--- config.mk ---
export PLATFORM = sky130hd
export DESIGN_NAME = i2s_ctrl_tx
export DESIGN_NICKNAME = d
export VERILOG_FILES = /design/src/rtl/i2s_tx_pkg.sv /design/src/rtl/i2s_tx_clk_en.sv /design/src/rtl/i2s_tx_shifter.sv /design/src/rtl/i2s_tx_seq.sv /design/src/rtl/i2s_ctrl_tx.sv
export SDC_FILE = /design/constraint.sdc
export NUM_CORES = 1
export LEC_CHECK = 0
export ABC_AREA = 1
export BUFFER_PORTS_ARGS = -buffer_cell sky130_fd_sc_hd__buf_2
export CORE_UTILIZATION = 55
export DETAILED_ROUTE_END_ITERATION = 12
export MAX_ROUTING_LAYER = met4
export PLACE_DENSITY = 0.82
export SLEW_MARGIN = 25
export SYNTH_ARGS = -nofsm -noshare
export SYNTH_HDL_FRONTEND = slang
export SYNTH_SLANG_ARGS = --single-unit
--- constraint.sdc ---
create_clock -name clk -period 6.8 [get_ports clk]
set_input_delay 1.36 -clock clk [delete_from_list [all_inputs] [get_ports clk]]
set_output_delay 1.36 -clock clk [all_outputs]
set_load 0.05 [all_outputs]
--- src/rtl/i2s_tx_pkg.sv ---
package i2s_tx_pkg;
   // Half of a serial bit: low half loads data, high half raises the clock
   typedef enum logic {
      STEP_LO = 1'b0,
      STEP_HI = 1'b1
   } step_e;
endpackage

--- src/rtl/i2s_tx_clk_en.sv ---
module i2s_tx_clk_en #(
   parameter int INT_W  = 16,
   parameter int FRAC_W = 8
) (
   input  logic                    clk,
   input  logic                    rst_n,
   input  logic                    run,
   input  logic [INT_W+FRAC_W-1:0] divisor,
   output logic                    tick
);
   localparam int W = INT_W + FRAC_W;

   generate
      if (FRAC_W == 0) begin : g_int
         logic [W-1:0] cnt;
         logic         hit;
         always_comb hit = (divisor <= W'(1)) || (cnt >= divisor - W'(1));
         always_ff @(posedge clk or negedge rst_n) begin
            if (!rst_n) begin
               cnt  <= '0;
               tick <= 1'b0;
            end else if (!run) begin
               cnt  <= '0;
               tick <= 1'b0;
            end else begin
               tick <= hit;
               cnt  <= hit ? '0 : cnt + W'(1);
            end
         end
      end else begin : g_frac
         localparam logic [W:0] ONE = (W+1)'(1) << FRAC_W;
         logic [W:0] acc, sum, div_eff;
         logic       hit;
         always_comb begin
            div_eff = ({1'b0, divisor} < ONE) ? ONE : {1'b0, divisor};
            sum     = acc + ONE;
            hit     = (sum >= div_eff);
         end
         always_ff @(posedge clk or negedge rst_n) begin
            if (!rst_n) begin
               acc  <= '0;
               tick <= 1'b0;
            end else if (!run) begin
               acc  <= '0;
               tick <= 1'b0;
            end else begin
               tick <= hit;
               acc  <= hit ? sum - div_eff : sum;
            end
         end
      end
   endgenerate
endmodule

--- src/rtl/i2s_tx_shifter.sv ---
module i2s_tx_shifter #(
   parameter int WORD_W = 32
) (
   input  logic              clk,
   input  logic              rst_n,
   input  logic              run,
   input  logic              take,
   input  logic [WORD_W-1:0] word_data,
   input  logic              word_valid,
   output logic              word_ready,
   output logic              avail,
   output logic              nxt_bit
);
   localparam int CW = $clog2(WORD_W + 1);

   logic [WORD_W-1:0] shreg;
   logic [CW-1:0]     left;
   logic              empty;

   always_comb begin
      empty      = (left == '0);
      word_ready = take & empty;
      avail      = !empty | word_valid;
      nxt_bit    = empty ? word_data[WORD_W-1] : shreg[WORD_W-1];
   end

   always_ff @(posedge clk or negedge rst_n) begin
      if (!rst_n) begin
         shreg <= '0;
         left  <= '0;
      end else if (!run) begin
         shreg <= '0;
         left  <= '0;
      end else if (take && avail) begin
         if (empty) begin
            shreg <= word_data << 1;
            left  <= CW'(WORD_W - 1);
         end else begin
            shreg <= shreg << 1;
            left  <= left - CW'(1);
         end
      end
   end
endmodule

--- src/rtl/i2s_tx_seq.sv ---
module i2s_tx_seq
   import i2s_tx_pkg::*;
#(
   parameter int WORD_W  = 32,
   parameter int DEPTH_W = 5
) (
   input  logic               clk,
   input  logic               rst_n,
   input  logic               run,
   input  logic               tick,
   input  logic [DEPTH_W-1:0] depth_m2,
   input  logic               avail,
   input  logic               nxt_bit,
   output logic               take,
   output logic               sd,
   output logic               bck,
   output logic               ws,
   output logic               underrun
);
   localparam int         BW     = $clog2(WORD_W);
   localparam logic [31:0] MAX_M2 = 32'(WORD_W - 2);

   step_e         step;
   logic [BW-1:0] cnt;
   logic [BW-1:0] reload_v;
   logic [31:0]   m2_ext;
   logic          chan;

   always_comb begin
      m2_ext   = 32'(depth_m2);
      reload_v = (m2_ext > MAX_M2) ? BW'(WORD_W - 1) : BW'(m2_ext + 32'd1);
      take     = run & tick & (step == STEP_LO);
   end

   always_ff @(posedge clk or negedge rst_n) begin
      if (!rst_n) begin
         step     <= STEP_LO;
         cnt      <= '0;
         chan     <= 1'b0;
         sd       <= 1'b0;
         bck      <= 1'b0;
         ws       <= 1'b0;
         underrun <= 1'b0;
      end else if (!run) begin
         step     <= STEP_LO;
         cnt      <= reload_v;
         chan     <= 1'b0;
         sd       <= 1'b0;
         bck      <= 1'b0;
         ws       <= 1'b0;
         underrun <= 1'b0;
      end else if (tick) begin
         if (step == STEP_LO) begin
            if (avail) begin
               sd   <= nxt_bit;
               bck  <= 1'b0;
               ws   <= chan ^ (cnt == '0);
               step <= STEP_HI;
            end else begin
               underrun <= 1'b1;
            end
         end else begin
            bck  <= 1'b1;
            step <= STEP_LO;
            if (cnt == '0) begin
               cnt  <= reload_v;
               chan <= ~chan;
            end else begin
               cnt <= cnt - BW'(1);
            end
         end
      end
   end
endmodule

--- src/rtl/i2s_ctrl_tx.sv ---
module i2s_ctrl_tx #(
   parameter int WORD_W     = 32,
   parameter int DEPTH_W    = 5,
   parameter int DIV_INT_W  = 16,
   parameter int DIV_FRAC_W = 8
) (
   input  logic                           clk,
   input  logic                           rst_n,
   input  logic                           enable,
   input  logic [DEPTH_W-1:0]             depth_m2,
   input  logic [DIV_INT_W+DIV_FRAC_W-1:0] divisor,
   input  logic [WORD_W-1:0]              word_data,
   input  logic                           word_valid,
   output logic                           word_ready,
   output logic                           sd,
   output logic                           bck,
   output logic                           ws,
   output logic                           underrun
);
   generate
      if (WORD_W < 2) begin : g_bad_word
         $error("WORD_W must be at least 2");
      end
      if ((2 ** DEPTH_W) < WORD_W - 1) begin : g_bad_depth
         $error("DEPTH_W too narrow to express WORD_W-2");
      end
      if (DIV_INT_W < 1) begin : g_bad_div
         $error("DIV_INT_W must be at least 1");
      end
   endgenerate

   logic tick;
   logic take;
   logic avail;
   logic nxt_bit;

   i2s_tx_clk_en #(
      .INT_W (DIV_INT_W),
      .FRAC_W(DIV_FRAC_W)
   ) u_clk_en (
      .clk    (clk),
      .rst_n  (rst_n),
      .run    (enable),
      .divisor(divisor),
      .tick   (tick)
   );

   i2s_tx_shifter #(
      .WORD_W(WORD_W)
   ) u_shifter (
      .clk       (clk),
      .rst_n     (rst_n),
      .run       (enable),
      .take      (take),
      .word_data (word_data),
      .word_valid(word_valid),
      .word_ready(word_ready),
      .avail     (avail),
      .nxt_bit   (nxt_bit)
   );

   i2s_tx_seq #(
      .WORD_W (WORD_W),
      .DEPTH_W(DEPTH_W)
   ) u_seq (
      .clk     (clk),
      .rst_n   (rst_n),
      .run     (enable),
      .tick    (tick),
      .depth_m2(depth_m2),
      .avail   (avail),
      .nxt_bit (nxt_bit),
      .take    (take),
      .sd      (sd),
      .bck     (bck),
      .ws      (ws),
      .underrun(underrun)
   );
endmodule

==> run metrics <==
status=finished, final reports clean; Reg2Reg Setup Slack=slightly below 3 ns; HPWL Detailed=10.89 mm; Top FF cell, synth=dfrtp_1; number of synthesized flops with an enable pin=0; WL final=between 10 and 15 mm; Die ar.=0.01124 sq mm; synthesized-area fraction occupied by adder cells=about 6.4%; layout cells sized above 1=11.09%; Synth warnings=0; IO Pins=70; Initial Utilization=a little under three fifths; highest clock rate=238.0 MHz; placed cells=about 1100; Diodes inserted=0; mux cell area share after synthesis=less than 1%; IO Port Bufs=69; Hold Fails Final Rpt=0; largest family of logic cells by synthesized area=simple AND/OR/NAND/NOR gates; simple-gate portion of the synthesized area=38.76%; First DRT Iteration DRCs=roughly 460; Mapped Area=a little under 0.006 sq mm; Layout Skew=just under 0.009 ns; DP Area=approximately 0.0063 sq mm; post-DR wirelength/cell=between 10 and 15 microns; # rows=37; postcts setup bufs=0; Maximum Capacitance Violations=0; die width=106.0 microns; Layout Utilization=62.85%; CP max FO=84; H-tree levels=3; unrepaired setup endpoints after global routing=no; first-pass GRT wire length=around 24 mm; Final GP Congestion=roughly 1; VDD IR-drop max=0.0001979 V; startpoint types=input pin; # DRC=0; period utilization=between 60% and 70%; XOR/XNOR share of the synthesized area=under 10%; CTS tree=done; R2R depth=14; drt via density=roughly 5.3; min-delay worst type=reg2reg; asr flop ratio synth=between 90% and 100%; path type of the worst setup path=in2out; minimum clock period=approximately 4.2 ns; initial antenna violation count=0; Seq/Total Area, Yosys=31.11%; clk_lat worst skew=about 0.35 ns; Net Count, Synth=1003; number of global-route vias before repair=between 5000 and 6000; Slew HR=about two fifths; Final Setup Violations=0; DRT antenna net count=0; Root Buffer=clkbuf_8; leakage dissipation=3.710 nW; compound-cell area share of the yosys netlist=~7.4%; Worst Path Required=5.44 ns; final net count=around 1100; FF/Latch Area=between 0.0015 and 0.002 sq mm; Core Area=about 0.010 sq mm; via count=between 5000 and 6000; Die Y=roughly 110 microns; Slew @ Worst Pin=slightly above 0.9 ns; CTS Buf Count=9; Critical Path End Type=output port; Syn Inst Count=approximately 910; Tot Pwr=between 2 and 3 mW; Cell variety after synth=38; post-route setup TNS=0 ns; area of the multi-input gates=about 0.0034 sq mm; Hold Crit Depth=2; CTS Hold Bufs=0; Worst EP arrival=approximately 2.8 ns; synthesis-to-finish area growth=9.985%; Fillers=just under 1000; Post-Layout Cell Count=around 1100; GRT Util Overall=between 20 and 30%; synthesis-stage register bit count=74; Syn Area/Cell=approximately 6.6 sq um; DR pass1 iterations=7; Design Area, Final=around 0.0065 sq mm; clk buf depth=2; max-slew violations=0; Sink Count=74; Worst-path clk slew=around 0.07 ns; PostCTS Resize Cnt=0; PwrDens=a little under 400 mW/mm^2; grt ovf=0; largest net degree at the start of global routing=85
==> worst max-delay path, cell delays in order <==
cell	delay, ns
buf_2	0.07
buf_4	0.63
nand2_1	0.23
nor3_1	0.20
buf_2	0.31
==> metrics by stage <==
step / worst slack [ns] / hold WS [ns]
after floorplan: 2.925 / 0.4729
after global placement: 2.473 / 0.4759
after detailed placement: 2.316 / 0.4814
after CTS: 2.621 / 0.4989
after global routing: 2.417 / 0.5245
final: 2.599 / 0.4880
==> registers in the layout (all words and copies together) (netlist names) <==
signal / count
u_seq.cnt: 5
u_seq.ws: 1
u_clk_en.g_frac.acc: 25
u_seq.step: 1
u_shifter.shreg: 31
u_clk_en.tick: 1
u_seq.sd: 1
u_seq.bck: 1
u_shifter.left: 6
u_seq.chan: 1
u_seq.underrun: 1
==> cell usage after synthesis, types with 4 or more instances <==
cell type  instances  area (sq um)
a21oi_1           22         110.1
a31oi_1           31         193.9
and2_1             5         31.28
buf_2              5         25.02
clkbuf_1          19         71.32
dfrtp_1           74          1852
ha_1              29         362.9
inv_1            147         551.8
nand2_1          278          1044
nand2_2            5         31.28
nand2_4            5         56.30
nand3_1           87         435.4
nand3b_1           8         60.06
nand4_1           32         200.2
nor2_1            80         300.3
nor2_2             4         25.02
nor3_1             7         35.03
nor4_1             4         25.02
o21ai_0           16         80.08
xnor2_1            5         43.79
xor2_1            24         210.2
==> power by group <==
group          internal (mW)  total [mW]  switching (mW)
Combinational          0.493        1.48           0.984
Sequential             0.620       0.747           0.127
Clock                  0.180       0.347           0.167
Total                   1.29        2.57            1.28
==> cell families after synthesis <==
kind of cell / Yosys count
buffers and inverters: 177
AND/OR/NAND/NOR: 520
adder cells (fa/ha/maj): 30
multiplexers: 2
AO/OA/AOI/OAI: 76
XOR/XNOR: 29
flip-flops: 74
==> cell type report <==
type | count | area share (%)
inverter | 148 | 8.486
tap | 136 | 2.599
timing repair buffer | 70 | 5.428
sequential | 74 | 28.29
clock inverter | 6 | 0.9939
clock buffer | 10 | 2.102
multi-input combinational | 657 | 52.10
==> cells in the final DEF (no fill, tap or decap), types with 2 or more instances in the layout <==
cell        n
dfrtp_1    74
buf_2      68
nor2_1     79
clkinv_2    2
a31oi_1    31
ha_1       29
nand4_1    32
o211ai_1    3
clkbuf_8   10
nor2_2      4
a21oi_1    22
buf_4       2
nand3_1    87
nand2_2     5
nand3b_1    8
xor2_1     24
nor3_1      7
o21ai_0    16
inv_1     147
xnor2_1     5
nor4_1      4
and2_1      5
nand2_1   278
nand2_4     5
==> per-layer routing <==
metal	share of wire [%]	global-route usage [%]
met1	47	38.33
met2	46	43.65
met4	1.4	5.754
met5	0	-
met3	5.4	4.905
==> final timing paths <==
path / to / start
min in group asynchronous: u_shifter.shreg[18] / rst_n
setup / recovery: word_ready / enable
hold / removal: u_seq.underrun / u_seq.underrun
max in group asynchronous: u_seq.cnt[4] / rst_n
hold reg to reg: u_seq.underrun / u_seq.underrun
setup reg to reg: u_clk_en.g_frac.acc[10] / u_clk_en.g_frac.acc[8]
Note: power is estimated with default switching activity, not from simulation.
